[src/rtl/trim_fuse_pkg.sv]
package trim_fuse_pkg;
  localparam int NSLOT = 4;
  localparam int SEL_W = 2;
  typedef enum logic [SEL_W-1:0] {
    SEL_SENS = 2'd0,
    SEL_QDC  = 2'd1,
    SEL_CAR  = 2'd2,
    SEL_LOCK = 2'd3
  } trim_sel_e;
endpackage

[src/rtl/trim_slot.sv]
module trim_slot #(
  parameter int W = 9
) (
  input  logic         clk,
  input  logic         rst,
  input  logic         por,
  input  logic         inc_i,
  input  logic         blow_i,
  input  logic         frozen_i,
  output logic [W-1:0] eff_o,
  output logic [W-1:0] fuse_o,
  output logic         err_o
);
  logic [W-1:0] code_q;
  logic [W-1:0] fuse_q;
  logic         single;
  logic         at_top;

  assign single = (code_q != '0) && ((code_q & (code_q - W'(1))) == '0);
  assign at_top = (code_q == {W{1'b1}});

  always_ff @(posedge clk) begin
    if (rst) begin
      code_q <= '0;
      fuse_q <= '0;
    end else if (por) begin
      code_q <= '0;
    end else if (!frozen_i) begin
      if (blow_i) begin
        if (single) fuse_q <= fuse_q | code_q;
      end else if (inc_i && !at_top) begin
        code_q <= code_q + W'(1);
      end
    end
  end

  assign err_o  = blow_i && !frozen_i && !por && !single;
  assign eff_o  = fuse_q | code_q;
  assign fuse_o = fuse_q;


  fuse_sticky_chk: assert property (@(posedge clk) disable iff (rst)
    !$past(rst) |-> ((fuse_q & $past(fuse_q)) == $past(fuse_q)));

  one_bit_blow_chk: assert property (@(posedge clk) disable iff (rst)
    !$past(rst) |-> ($countones(fuse_q ^ $past(fuse_q)) <= 1));

  code_rises_chk: assert property (@(posedge clk) disable iff (rst)
    (!$past(rst) && !$past(por)) |-> (code_q >= $past(code_q)));

  bad_blow_chk: assert property (@(posedge clk) disable iff (rst)
    (blow_i && !frozen_i && !por && !$onehot(code_q)) |=> $stable(fuse_q));

  frozen_fuse_chk: assert property (@(posedge clk) disable iff (rst)
    frozen_i |=> $stable(fuse_q));

  frozen_code_chk: assert property (@(posedge clk) disable iff (rst)
    (frozen_i && !por) |=> $stable(code_q));
endmodule

[src/rtl/trim_pipe.sv]
module trim_pipe #(
  parameter int W = 8
) (
  input  logic         clk,
  input  logic         rst,
  input  logic [W-1:0] d,
  output logic [W-1:0] q
);
  always_ff @(posedge clk) begin
    if (rst) q <= '0;
    else     q <= d;
  end
endmodule

[src/rtl/trim_fuse_bank.sv]
module trim_fuse_bank
  import trim_fuse_pkg::*;
#(
  parameter int SENS_W = 9,
  parameter int QDC_W  = 9,
  parameter int FREQ_W = 4,
  parameter int LOCK_W = 10
) (
  input  logic              clk,
  input  logic              rst,
  input  logic              por,
  input  logic [SEL_W-1:0]  reg_sel,
  input  logic              inc,
  input  logic              blow,
  output logic [SENS_W-1:0] sens_trim,
  output logic [QDC_W-1:0]  qdc_trim,
  output logic [FREQ_W-1:0] freq_trim,
  output logic              cal_en,
  output logic              locked
  ,output logic             blow_err
);
  localparam int CAR_W  = FREQ_W + 1;
  localparam int MAXA   = (SENS_W > QDC_W) ? SENS_W : QDC_W;
  localparam int MAXB   = (CAR_W > LOCK_W) ? CAR_W : LOCK_W;
  localparam int MAXW   = (MAXA > MAXB) ? MAXA : MAXB;
  localparam int OUT_W  = SENS_W + QDC_W + CAR_W + 2;

  trim_sel_e                    sel_e;
  logic [NSLOT-1:0][MAXW-1:0]   eff_all;
  logic [NSLOT-1:0][MAXW-1:0]   fuse_all;
  logic [NSLOT-1:0]             err_all;
  logic                         frozen;
  logic [CAR_W-1:0]             car_eff;
  logic [OUT_W-1:0]             out_d;
  logic [OUT_W-1:0]             out_q;

  assign sel_e  = trim_sel_e'(reg_sel);
  assign frozen = fuse_all[SEL_LOCK][LOCK_W-1];

  for (genvar i = 0; i < NSLOT; i++) begin : g_slot
    localparam int W = (i == 0) ? SENS_W :
                       (i == 1) ? QDC_W  :
                       (i == 2) ? CAR_W  : LOCK_W;
    logic         hit;
    logic [W-1:0] eff;
    logic [W-1:0] fuse;
    assign hit = (sel_e == trim_sel_e'(SEL_W'(i)));
    trim_slot #(.W(W)) u_slot (
      .clk      (clk),
      .rst      (rst),
      .por      (por),
      .inc_i    (inc && hit),
      .blow_i   (blow && hit),
      .frozen_i (frozen),
      .eff_o    (eff),
      .fuse_o   (fuse),
      .err_o    (err_all[i])
    );
    assign eff_all[i]  = MAXW'(eff);
    assign fuse_all[i] = MAXW'(fuse);
  end

  assign car_eff = eff_all[SEL_CAR][CAR_W-1:0];
  assign out_d   = {(|err_all), frozen, car_eff,
                    eff_all[SEL_QDC][QDC_W-1:0], eff_all[SEL_SENS][SENS_W-1:0]};

  trim_pipe #(.W(OUT_W)) u_pipe (
    .clk (clk),
    .rst (rst),
    .d   (out_d),
    .q   (out_q)
  );

  assign sens_trim = out_q[SENS_W-1:0];
  assign qdc_trim  = out_q[SENS_W +: QDC_W];
  assign freq_trim = out_q[SENS_W+QDC_W +: FREQ_W];
  assign cal_en    = out_q[SENS_W+QDC_W+FREQ_W];
  assign locked    = out_q[OUT_W-2];
  assign blow_err  = out_q[OUT_W-1];


  lock_sticky_chk: assert property (@(posedge clk) disable iff (rst)
    locked |=> locked);

  locked_no_err_chk: assert property (@(posedge clk) disable iff (rst)
    (frozen && !$past(rst)) |=> !blow_err);
endmodule

[config.mk]
export PLATFORM = sky130hd
export DESIGN_NAME = trim_fuse_bank
export DESIGN_NICKNAME = d
export VERILOG_FILES = /design/src/rtl/trim_fuse_pkg.sv /design/src/rtl/trim_slot.sv /design/src/rtl/trim_pipe.sv /design/src/rtl/trim_fuse_bank.sv
export SDC_FILE = /design/constraint.sdc
export NUM_CORES = 1
export LEC_CHECK = 0
export CAP_MARGIN = 20
export CELL_PAD_IN_SITES_DETAIL_PLACEMENT = 0
export CELL_PAD_IN_SITES_GLOBAL_PLACEMENT = 1
export CORE_MARGIN = 2
export CORE_UTILIZATION = 45
export DETAILED_ROUTE_END_ITERATION = 16
export MAX_ROUTING_LAYER = met4
export PLACE_DENSITY = 0.9
export SYNTH_ARGS = -nofsm -noshare
export SYNTH_HDL_FRONTEND = slang
export SYNTH_HIERARCHICAL = 1
export SYNTH_SLANG_ARGS = --single-unit
[constraint.sdc]
create_clock -name clk -period 2.91 [get_ports clk]
set_clock_uncertainty 0.2 [all_clocks]
set_input_delay 0.291 -clock clk [delete_from_list [all_inputs] [get_ports clk]]
set_output_delay 0.291 -clock clk [all_outputs]
set_load 0.03 [all_outputs]
==> flow_metrics.tcl, run 1 <==
set metrics [dict create \
    outcome "completed" \
    start_kind "flip-flop" \
    viasPerCell 5.330 \
    final_area_mm2 0.004887 \
    critPathKind "reg2reg" \
    syn_inst 458 \
    seq_area_mm2 0.001642 \
    pin_count 32 \
    finalSetupViolCount 0 \
    cpPeakStageDelay_ns 0.50 \
    multi_input_area_mm2 0.002347 \
    cts_buffer_depth 2 \
    start_util 0.4634 \
    cp.arrival_ns 2.64 \
    endpoint_kind "flip-flop" \
    min_period_over_period 0.8958 \
    insertion_delay_ns 0.35 \
    fin_nets 502 \
    setup_tns_ns 0 \
    drc 0 \
    cts_buffers 9 \
    cts.reportedPaths.clkPinSlew_ns 0.08 \
    cts_sinks 82 \
    antenna_found_initial 0 \
    htreeDepth 3 \
    hpwl_um 5871 \
    tightest_slew_ns 0.8220 \
    slew_headroom 0.4478 \
    post_cts_buffers 0 \
    diodes 0 \
    fill_cells 844 \
    core_area_mm2 0.009240 \
    period_minus_slack_ns 2.607 \
    vias 3278 \
    num_rows 35 \
    synth_fp_nets 478 \
    critPathSlowestCell "or4b_4" \
    ctsRootBufferMaster "clkbuf_8" \
    hp-class "reg2reg" \
    grt_max_degree 50 \
    dr.pass1.iters 4 \
    final_layout_size_suffix_gt1_frac 0.1461 \
    max_freq_ghz 0.3836 \
    syn_to_final_growth_pct 14.14 \
    grt_pass1_wl_um 14060 \
    path_cells "inv_1 -> ha_1 -> or4b_4 -> o41ai_4 -> o211ai_2 -> o21a_1 -> or4_1 -> nor2b_1" \
    p_per_area_mw_per_mm2 449.5 \
    netlist_area_mm2 0.004282 \
    grt_pass1_vias 2992 \
    post_drt_wl_per_cell_um 13.79 \
    ys_warn_count 6 \
    cts_hold_buf 0 \
    avgSynthCellArea_um2 9.348 \
    grt_use_total 0.1736 \
    layout_commonest_cell "dfxtp_1" \
    tritoncts "yes" \
    hold_viol 0 \
    die-height_um 101.5 \
    overflow 0 \
    final-max-slew-violation-count 0 \
    fp.dieW_um 101.5 \
    grt_setup_unrepaired "false" \
    port_buffers 31 \
    die-area_mm2 0.01031 \
    totalWireLength_um 8481 \
    peakVddDrop_mv 0.2758 \
    crit_fanout 5 \
    leakagePower_nw 1.983 \
    placed_area_mm2 0.004656 \
    crit_required_ns 2.94 \
    cts_resized 0 \
    layout_common_cells "dfxtp_1 (82), nor2_1 (51), inv_1 (32), clkdlybuf4s50_1 (31), nor2b_1 (25)" \
    maxCapViolCount 0 \
    drtIter0Drc 126 \
    place.gp.congestion 0.8721 \
    fin_cells 615 \
    placed_cells 600 \
    antenna_left 0 \
]
==> per-stage QoR <==
stage          setup WS (ns)  total power [mW]  hold WS, ns  utilization
2_1_floorplan         0.3618             1.214       0.1626            -
3_3_place_gp          0.3326             1.245       0.2343       0.5039
3_5_place_dp          0.2708             1.247       0.2458       0.5039
4_1_cts               0.2915             2.213       0.2605       0.5289
5_1_grt               0.1448             2.257       0.2800       0.5289
6_report              0.3031             2.197       0.2620       0.5289
==> routing by layer <==
layer / vias to the layer above / track usage / wire length (um)
met5: - / - / 0
met2: 54 / 0.2996 / 4324
met1: 1569 / 0.2044 / 3821
met3: 8 / 0.02692 / 250
li1: 1647 / - / -
met4: 0 / 0.06029 / 84
==> power breakdown <==
group	total, mW	internal [mW]	switching [mW]
sequential	1.13	1.12	0.00287
combinational	0.0940	0.0402	0.0539
clock	0.977	0.566	0.411
==> flip-flops by register name, summed over array words and instances, names as in the netlist <==
signal                flops
g_slot.u_slot/code_q     33
g_slot.u_slot/fuse_o     24
u_pipe/q                 25
==> worst max-delay path: cells and delay by family (launching register included) <==
kind / cells / cell delay (ns)
buffers and inverters: 1 / 0.10
adder cells (fa/ha/maj): 1 / 0.18
AND/OR/NAND/NOR: 3 / 1.07
AO/OA/AOI/OAI: 3 / 0.59
flip-flops: 1 / 0.35
==> area by class of cell <==
cell class | instances | area share
multi-input cells | 316 | 0.4803
repair buffers | 41 | 0.07885
well taps | 129 | 0.03303
clock buffers | 10 | 0.02611
flip-flops and latches | 82 | 0.3359
inverters | 32 | 0.02458
clock inverters | 5 | 0.02125
==> final timing paths <==
check / start / depth (start not counted) / end / slack, ns
max: g_slot[3].u_slot/code_q[0] / 8 / u_pipe/q[24] / 0.30
min: g_slot[2].u_slot/fuse_o[4] / 2 / g_slot[2].u_slot/fuse_o[4] / 0.26
max reg2reg: g_slot[3].u_slot/code_q[0] / 8 / u_pipe/q[24] / 0.30
min reg2reg: g_slot[2].u_slot/fuse_o[4] / 2 / g_slot[2].u_slot/fuse_o[4] / 0.26
Power figures use the tool's default switching activity.
==> run 2: changes to the inputs <==
Settings changed: ABC_AREA set to 1, CORE_UTILIZATION 45 to 43, PLACE_DENSITY 0.9 to 0.92, TNS_END_PERCENT set to 10.
==> flow_metrics.tcl, run 2 <==
set metrics [dict create \
    outcome "completed" \
    htreeDepth 3 \
    max_freq_ghz 0.3999 \
    cp.arrival_ns 2.54 \
    start_util 0.4389 \
    hpwl_um 6452 \
    clock_power_share 0.388 \
    overflow 0 \
    p_sw_mw 0.4679 \
    cts_hold_buf 0 \
    die-area_mm2 0.01065 \
    cts.reportedPaths.clkPinSlew_ns 0.08 \
    regMostFlops "g_slot.u_slot/code_q" \
    hold_ws_ns 0.2521 \
    p_per_area_mw_per_mm2 422.0 \
    grt_use_total 0.1726 \
    peakVddDrop_mv 0.2134 \
    die-height_um 103.2 \
    drtIter0Drc 128 \
    final-max-slew-violation-count 0 \
    cts_buffer_depth 2 \
    netlist_area_mm2 0.004230 \
    place.gp.congestion 0.8883 \
    num_rows 36 \
    grt_setup_unrepaired "false" \
    layout_common_cells "nand2_1 (147), inv_1 (99), nor2_1 (95), dfxtp_1 (82), a21oi_1 (41)" \
    path_cells "nand2_1 -> nor3_1 -> inv_1 -> nor4_1 -> ha_1 -> nand3b_1 -> nor3_1 -> nand3_1 -> xor2_1 -> nor2_1" \
    viasPerCell 4.648 \
    grt_max_degree 16 \
    use_met3 0.04032 \
    dr.pass1.iters 4 \
    min_period_over_period 0.8592 \
    vias 3602 \
    dpl_worst_slack_ns 0.4386 \
    period_minus_slack_ns 2.500 \
    synth_fp_nets 626 \
    final_area_mm2 0.004786 \
    syn_inst 606 \
    placed_area_mm2 0.004602 \
    post_cts_buffers 0 \
    path_delay_family "simple AND/OR/NAND/NOR gates" \
    met2_usage 0.2757 \
    grt_pass1_wl_um 14320 \
    leakagePower_nw 1.976 \
    endpoint_kind "flip-flop" \
    setup_tns_ns 0 \
    layout_commonest_cell "nand2_1" \
    syn_to_final_growth_pct 13.13 \
    slew_headroom 0.6337 \
    maxCapViolCount 0 \
    finalSetupViolCount 0 \
    avgSynthCellArea_um2 6.981 \
    crit_buf_inv 1 \
    final_layout_size_suffix_gt1_frac 0.09969 \
    start_kind "flip-flop" \
    cts_sinks 82 \
    grt_pass1_vias 3329 \
    fill_cells 984 \
    fin_ws_ns 0.4097 \
    tightest_slew_ns 0.5452 \
    pin_count 32 \
    min_from "g_slot[1].u_slot/fuse_o[6]" \
    seq_power_share 0.559 \
    insertion_delay_ns 0.34 \
    crit_fanout 11 \
    cell_internal_pwr_mw 1.552 \
    p_total_mw 2.019 \
    critPathKind "reg2reg" \
    drc 0 \
    reg2reg_from "g_slot[0].u_slot/code_q[3]" \
    critical_path.most_common_cell "nor3_1" \
    cpPeakStageDelay_ns 0.50 \
    antenna_found_initial 0 \
    ctsRootBufferMaster "clkbuf_8" \
    fin_nets 658 \
    largest_reg_flops 33 \
    diodes 0 \
    hold_viol 0 \
    crit_path_start "g_slot[0].u_slot/code_q[3]" \
    power_frac_comb 0.052 \
    met1_usage 0.2177 \
    cts_resized 0 \
    hp-class "reg2reg" \
    cts_buffers 9 \
    netSwitchingFraction 0.2317 \
    core_area_mm2 0.009639 \
    port_buffers 31 \
    ys_warn_count 6 \
    antenna_left 0 \
    reg2reg_setup_slack_ns 0.41 \
    post_drt_wl_per_cell_um 10.68 \
    grt.busiest_layer "met2" \
    totalWireLength_um 8275 \
    crit_required_ns 2.95 \
    tritoncts "yes" \
    fp.dieW_um 103.2 \
    critPathSlowestCell "dfxtp_1" \
]
[run 2: cell types whose count changed in the layout (fill, tap and decap cells not counted), sizes merged, moves of 11 or more]
cell and delta:
a21oi +34, and3 -14, inv +75, nand2 +132, or2 -11, nand2b -23, nor2 +61, nor2b -25
o41ai -24
[run 2: worst reg2reg max path, stage by stage (launching register included)]
cell	delay [ns]
dfxtp_1	0.50
nand2_1	0.08
nor3_1	0.36
inv_1	0.08
nor4_1	0.21
ha_1	0.20
nand3b_1	0.31
nor3_1	0.14
nand3_1	0.11
xor2_1	0.15
nor2_1	0.06
[run 2: final timing paths]
check,depth (start not counted),end
worst max-delay path,10,g_slot[0].u_slot/code_q[5]
worst min-delay path,2,g_slot[1].u_slot/fuse_o[6]
worst max register to register,10,g_slot[0].u_slot/code_q[5]
worst min register to register,2,g_slot[1].u_slot/fuse_o[6]
[run 2: power by group through the flow]
stage          Combinational [mW]  Sequential [mW]  Clock [mW]
3_5_place_dp                0.106             1.16           0
2_1_floorplan              0.0703             1.16           0
6_report                    0.106             1.13       0.784
4_1_cts                     0.106             1.13       0.818
5_1_grt                     0.120             1.13       0.866
3_3_place_gp                0.105             1.16           0
[run 2: stage by stage]
stage	std cells	utilization
floorplan	606	-
global placement	760	0.4774
detailed placement	760	0.4774
CTS	775	0.4965
global route	775	0.4965
finish	775	0.4965
[run 2: cell type report]
type                    count  area [um2]  area share
well taps                 133       166.4     0.03477
clock buffers              10       127.6     0.02667
repair buffers             33       325.3     0.06797
clock inverters             5       56.30     0.01176
flip-flops and latches     82        1642      0.3430
multi-input cells         400        2048      0.4280
inverters                 112       420.4     0.08784
[run 2: routing by layer]
layer,up-vias,part of all wire
met5,-,0
met4,0,0.012
met3,10,0.037
met2,64,0.46
met1,1619,0.49
li1,1909,-
